### config.mk
export PLATFORM = sky130hd
export DESIGN_NAME = sbr_top
export DESIGN_NICKNAME = d
export VERILOG_FILES = /design/src/rtl/sbr_pkg.sv /design/src/rtl/sbr_rst_sync.sv /design/src/rtl/sbr_shift_reg.sv /design/src/rtl/sbr_status_reg.sv /design/src/rtl/sbr_irq.sv /design/src/rtl/sbr_top.sv
export SDC_FILE = /design/constraint.sdc
export NUM_CORES = 1
export LEC_CHECK = 0
export ABC_AREA = 1
export BUFFER_PORTS_ARGS = -buffer_cell sky130_fd_sc_hd__buf_2
export CORE_ASPECT_RATIO = 0.6
export CORE_UTILIZATION = 41
export CTS_CLUSTER_DIAMETER = 150
export CTS_CLUSTER_SIZE = 8
export DETAILED_ROUTE_END_ITERATION = 8
export HOLD_SLACK_MARGIN = 0.1
export PLACE_DENSITY = 0.77
export RECOVER_POWER = 50
export SLEW_MARGIN = 20
export SYNTH_ARGS = -nofsm -noshare
export SYNTH_HDL_FRONTEND = slang
export SYNTH_SLANG_ARGS = --single-unit
### constraint.sdc
create_clock -name clk -period 2.4 [get_ports clk]
set_input_delay 0.48 -clock clk [delete_from_list [all_inputs] [get_ports clk]]
set_output_delay 0.48 -clock clk [all_outputs]
set_load 0.05 [all_outputs]
### src/rtl/sbr_pkg.sv
package sbr_pkg;
  parameter int DATA_W = 8;
  parameter int STAT_W = 5;
  parameter int PS_W   = 2;
  localparam int RSV_W = DATA_W - STAT_W - PS_W;
  localparam int DIV_W = 2 * ((1 << PS_W) - 1) + 1;

  typedef enum logic {
    ADDR_DATA = 1'b0,
    ADDR_STAT = 1'b1
  } reg_sel_e;
endpackage

### src/rtl/sbr_rst_sync.sv
module sbr_rst_sync (
  input  logic clk,
  input  logic rst_n,
  output logic rst_sync_n
);
  logic [1:0] sync_q;

  always_ff @(posedge clk or negedge rst_n) begin
    if (!rst_n) sync_q <= 2'b00;
    else        sync_q <= {sync_q[0], 1'b1};
  end

  assign rst_sync_n = sync_q[1];
endmodule

### src/rtl/sbr_shift_reg.sv
module sbr_shift_reg #(
  parameter int W = 8
) (
  input  logic         clk,
  input  logic         rst_n,
  input  logic         flag_i,
  input  logic         wr_i,
  input  logic [W-1:0] wdata_i,
  input  logic         shift_i,
  input  logic         sdi_i,
  output logic [W-1:0] data_o
);
  logic [W-1:0] d_q, d_nxt;
  logic         d_en;

  always_comb begin
    d_nxt = d_q;
    d_en  = 1'b0;
    if (flag_i) begin
      if (wr_i) begin
        d_nxt = wdata_i;
        d_en  = 1'b1;
      end
    end else if (shift_i) begin
      d_nxt = {d_q[W-2:0], sdi_i};
      d_en  = 1'b1;
    end
  end

  always_ff @(posedge clk or negedge rst_n) begin
    if (!rst_n)    d_q <= '1;
    else if (d_en) d_q <= d_nxt;
  end

  assign data_o = d_q;

  AST_SHIFT_IN: assert property (@(posedge clk) disable iff (!rst_n)
    (shift_i && !flag_i) |=> (d_q == {$past(d_q[W-2:0]), $past(sdi_i)}));
  AST_LOAD_IN_FLAG: assert property (@(posedge clk) disable iff (!rst_n)
    (wr_i && flag_i) |=> (d_q == $past(wdata_i)));
  AST_WR_IGNORED: assert property (@(posedge clk) disable iff (!rst_n)
    (wr_i && !flag_i && !shift_i) |=> $stable(d_q));
  AST_HOLD_IN_FLAG: assert property (@(posedge clk) disable iff (!rst_n)
    (flag_i && !wr_i) |=> $stable(d_q));
endmodule

### src/rtl/sbr_status_reg.sv
module sbr_status_reg
  import sbr_pkg::*;
(
  input  logic              clk,
  input  logic              rst_n,
  input  logic [STAT_W-1:0] status_i,
  input  logic              wr_i,
  input  logic [PS_W-1:0]   ps_wdata_i,
  output logic [DATA_W-1:0] word_o,
  output logic [DIV_W-1:0]  div_o
);
  logic [STAT_W-1:0] stat_q;
  logic [PS_W-1:0]   ps_q, ps_nxt;
  logic              ps_en;

  always_comb begin
    ps_en  = wr_i;
    ps_nxt = ps_wdata_i;
  end

  always_ff @(posedge clk or negedge rst_n) begin
    if (!rst_n) begin
      stat_q <= '1;
      ps_q   <= '0;
    end else begin
      stat_q <= status_i;
      if (ps_en) ps_q <= ps_nxt;
    end
  end

  assign word_o = {stat_q, {RSV_W{1'b0}}, ps_q};

  for (genvar j = 0; j < DIV_W; j++) begin : g_div
    if (j % 2 == 0) begin : g_even
      assign div_o[j] = (ps_q == PS_W'(j / 2));
    end else begin : g_odd
      assign div_o[j] = 1'b0;
    end
  end

  AST_DIV_ONEHOT: assert property (@(posedge clk) disable iff (!rst_n)
    $countones(div_o) == 1);
  AST_PS_HOLD: assert property (@(posedge clk) disable iff (!rst_n)
    !wr_i |=> $stable(word_o[PS_W-1:0]));
  AST_STAT_CAPTURE: assert property (@(posedge clk) disable iff (!rst_n)
    1'b1 |=> (word_o[DATA_W-1 -: STAT_W] == $past(status_i)));
endmodule

### src/rtl/sbr_irq.sv
module sbr_irq (
  input  logic clk,
  input  logic rst_n,
  input  logic done_i,
  input  logic clr_i,
  input  logic ie_i,
  input  logic gie_i,
  output logic flag_o,
  output logic irq_o
);
  logic flag_q, flag_nxt;

  always_comb begin
    flag_nxt = flag_q;
    if (done_i)     flag_nxt = 1'b1;
    else if (clr_i) flag_nxt = 1'b0;
  end

  always_ff @(posedge clk or negedge rst_n) begin
    if (!rst_n) flag_q <= 1'b0;
    else        flag_q <= flag_nxt;
  end

  assign flag_o = flag_q;
  assign irq_o  = flag_q & ie_i & gie_i;

  AST_FLAG_SET: assert property (@(posedge clk) disable iff (!rst_n)
    done_i |=> flag_q);
  AST_FLAG_CLR: assert property (@(posedge clk) disable iff (!rst_n)
    (clr_i && !done_i) |=> !flag_q);
endmodule

### src/rtl/sbr_top.sv
module sbr_top
  import sbr_pkg::*;
(
  input  logic              clk,
  input  logic              rst_n,
  input  logic              cpu_addr,
  input  logic              cpu_wr,
  input  logic [DATA_W-1:0] cpu_wdata,
  output logic [DATA_W-1:0] cpu_rdata,
  input  logic [STAT_W-1:0] bus_status,
  input  logic              shift_en,
  input  logic              sda_in,
  input  logic              byte_done,
  input  logic              flag_clr,
  input  logic              int_en,
  input  logic              glob_int_en,
  output logic              sda_out,
  output logic              int_flag,
  output logic              irq,
  output logic [DIV_W-1:0]  presc_div
);
  logic              rst_i_n;
  logic              wr_data, wr_stat;
  logic [DATA_W-1:0] data_w, stat_w;

  sbr_rst_sync u_rst (
    .clk        (clk),
    .rst_n      (rst_n),
    .rst_sync_n (rst_i_n)
  );

  assign wr_data = cpu_wr && (reg_sel_e'(cpu_addr) == ADDR_DATA);
  assign wr_stat = cpu_wr && (reg_sel_e'(cpu_addr) == ADDR_STAT);

  sbr_irq u_irq (
    .clk    (clk),
    .rst_n  (rst_i_n),
    .done_i (byte_done),
    .clr_i  (flag_clr),
    .ie_i   (int_en),
    .gie_i  (glob_int_en),
    .flag_o (int_flag),
    .irq_o  (irq)
  );

  sbr_shift_reg #(.W(DATA_W)) u_shift (
    .clk     (clk),
    .rst_n   (rst_i_n),
    .flag_i  (int_flag),
    .wr_i    (wr_data),
    .wdata_i (cpu_wdata),
    .shift_i (shift_en),
    .sdi_i   (sda_in),
    .data_o  (data_w)
  );

  sbr_status_reg u_stat (
    .clk        (clk),
    .rst_n      (rst_i_n),
    .status_i   (bus_status),
    .wr_i       (wr_stat),
    .ps_wdata_i (cpu_wdata[PS_W-1:0]),
    .word_o     (stat_w),
    .div_o      (presc_div)
  );

  assign cpu_rdata = (reg_sel_e'(cpu_addr) == ADDR_STAT) ? stat_w : data_w;
  assign sda_out   = data_w[DATA_W-1];

  AST_RSV_ZERO: assert property (@(posedge clk) disable iff (!rst_i_n)
    cpu_addr |-> (cpu_rdata[PS_W] == 1'b0));
  AST_IRQ_NEEDS_FLAG: assert property (@(posedge clk) disable iff (!rst_i_n)
    irq |-> (int_flag && int_en && glob_int_en));
  AST_SDO_TRACKS: assert property (@(posedge clk) disable iff (!rst_i_n)
    !cpu_addr |-> (sda_out == cpu_rdata[DATA_W-1]));
endmodule

==> metrics <==
pins over their slew limit 0; Core Area 0.00195 mm^2; Ports 41; synthesized area 900 um^2; maximum number of pins on one net before global-route repair 18; DR DRC count 0; Multi-input gate area 345 um^2; Slew @ Worst Pin 0.639 ns; Layout fillers 199; Tcrit/Tclk final 82.1%; dpl hpwl 1.44 mm; CTS tree built; Max Clk Rate 508 MHz; Largest delay share family, worst path buffers and inverters; leak pwr 0.000619 uW; worst setup margin 0.430 ns; detailed-routed wire length on met2 865 um; Crit path largest cell delay 0.47 ns; non-filler cells, final 176; crit path capture type output port; clock slew at reported path FFs 0.10 ns; TritonCTS Buffers 3; layout cells sized above 1 39.2%; vias in the first global route 769; Startpoint Class input pin; clock skew 0.00334 ns; Via density 4.55; remaining antenna violation count 0; WL/cell 11.1 um; largest fanout on the critical path 16; via count 801; all-layer global routing usage 19.6%; cell count after synthesis 109; GPL Wtd Cong 0.764; Sinks on Clock Net 18; first-pass GRT wire length 3.37 mm; starting density of the core 46.1%; WL met1 949 um; status completed; Critical path buffers and inverters 2; commonest non-fill, non-tap cell in the layout nand2_1; Arr. time, crit path 1.49 ns; die width 62.5 um; commonest cells after routing, fill and taps aside nand2_1 (37), buf_2 (35), dfstp_2 (13), inv_1 (10), nand3_1 (8); area grow syn2layout 25.5%; Detailed Route Iter0 Violations 32; Hold Slack 0.268 ns; Worst Hold Class flop to async pin; Top Metal Used met4; final WL 1.96 mm; routed wl met3 128 um; Seq cells post-synth 18; top cell type's share of synthesized area 38.0%; nets@finish 172; dpl cells 171; final setup violation count 0; postcts setup bufs 0; Distinct cells, synth 18; worst relative slew slack 57.4%; remaining global-route overflow 0; min Tclk post-route 1.97 ns; worst skew pair latency 0.30 ns; port bufs 37; height of the die 38.3 um; share of the yosys chip area belonging to registers 51.9%; row count 12; Pre-Repair DR Iteration Count 4; Final Hold Viols 0; crit-path cells clkbuf_1 -> nand2_1 -> o21ai_0 -> buf_2; worst reg2reg setup slack 1.27 ns; slowest CP cell clkbuf_1; Max-cap violations 0; syn_area_per_cell 8.25 um^2; CP Class input pin to output port; initial antenna violation count 0; placement-stage worst setup slack 0.709 ns; top cells by area, synth dfstp_2 (38%), nand2_1 (15%), dfrtp_1 (14%); Setup TNS Final 0 ns; CTS Buffer Depth 2; Syn. warnings 0; number of diodes 0; PD cells 761 mW/mm^2; die area 0.00239 mm^2; post-layout util 57.8%; peak supply drop 0.000315 V; Root Buffer clkbuf_4; Critical Path RT 1.92 ns; leading area contributor after synthesis dfstp_2; Max H-tree Level 1; register area 467 um^2; RSZ-0062 raised after global routing no
## stage by stage
step           power, uW  area, um^2
3_5_place_dp         676        1080
6_report             859        1130
2_1_floorplan        609         907
5_1_grt              911        1130
3_3_place_gp         668        1080
4_1_cts              870        1130
## synth_stat cells
cell      count
nor2_1        6
dfrtp_1       5
nand3_1       8
buf_4         3
o21ai_1       7
conb_1        2
inv_2         2
nand3_4       1
o21ai_0       6
nand2_4       2
dfstp_2      13
o21bai_1      1
nand2_1      37
inv_1        10
buf_2         1
a21oi_1       2
and3_1        1
buf_6         2
## worst paths after layout
check | startpoint | cells after the start | end
worst max-delay path | cpu_addr | 4 | cpu_rdata[0]
worst min-delay path | u_rst.sync_q[1] | 0 | u_irq.flag_o
worst max register to register | u_irq.flag_o | 6 | u_shift.data_o[6]
worst min register to register | u_rst.sync_q[1] | 0 | u_irq.flag_o
max in group asynchronous | u_rst.sync_q[1] | 0 | u_stat.ps_q[1]
min in group clk | bus_status[4] | 1 | u_stat.stat_q[4]
## state kept, by name, summed over array words and instances (netlist names)
register        flops
u_irq.flag_o        1
u_stat.stat_q       5
u_shift.data_o      8
u_rst.sync_q        2
u_stat.ps_q         2
## logic make-up (layout without fill, tap and decap cells)
| family | Yosys count | after routing | share of synthesized area, % |
|---|---|---|---|
| and+or+nand+nor | 55 | 55 | 27.5 |
| DFF | 18 | 18 | 51.9 |
| AOI/OAI and AO/OA | 16 | 16 | 9.18 |
| other | 2 | 4 | 0.835 |
| buffers and inverters | 18 | 55 | 10.6 |
## power breakdown
| group | switching [uW] | internal, uW | total [uW] |
|---|---|---|---|
| Clock | 94.9 | 92.6 | 188 |
| Combinational | 210 | 72.2 | 282 |
| Sequential | 27.0 | 362 | 389 |
## timing repair
item | 4_1_cts | 5_1_grt
resized for setup | 0 | 0
hold buffers | 1 | 0
hold endpoints to repair | 2 | 0
endpoints found under the setup margin | 0 | 0
## layout make-up
type                            instances  area share (%)
Clock buffer                            4            3.22
Inverter                               12            3.99
Multi-Input combinational cell         75            30.6
Sequential cell                        18            41.4
Tap cell                               28            3.10
Timing Repair Buffer                   39            17.7
## layer usage
metal | vias up | GRT usage (%)
li1 | 414 | -
met1 | 353 | 24.9
met2 | 29 | 32.9
met3 | 5 | 6.55
met4 | 0 | 5.23
met5 | - | 0
No activity file was read; power rests on OpenSTA's default activity.
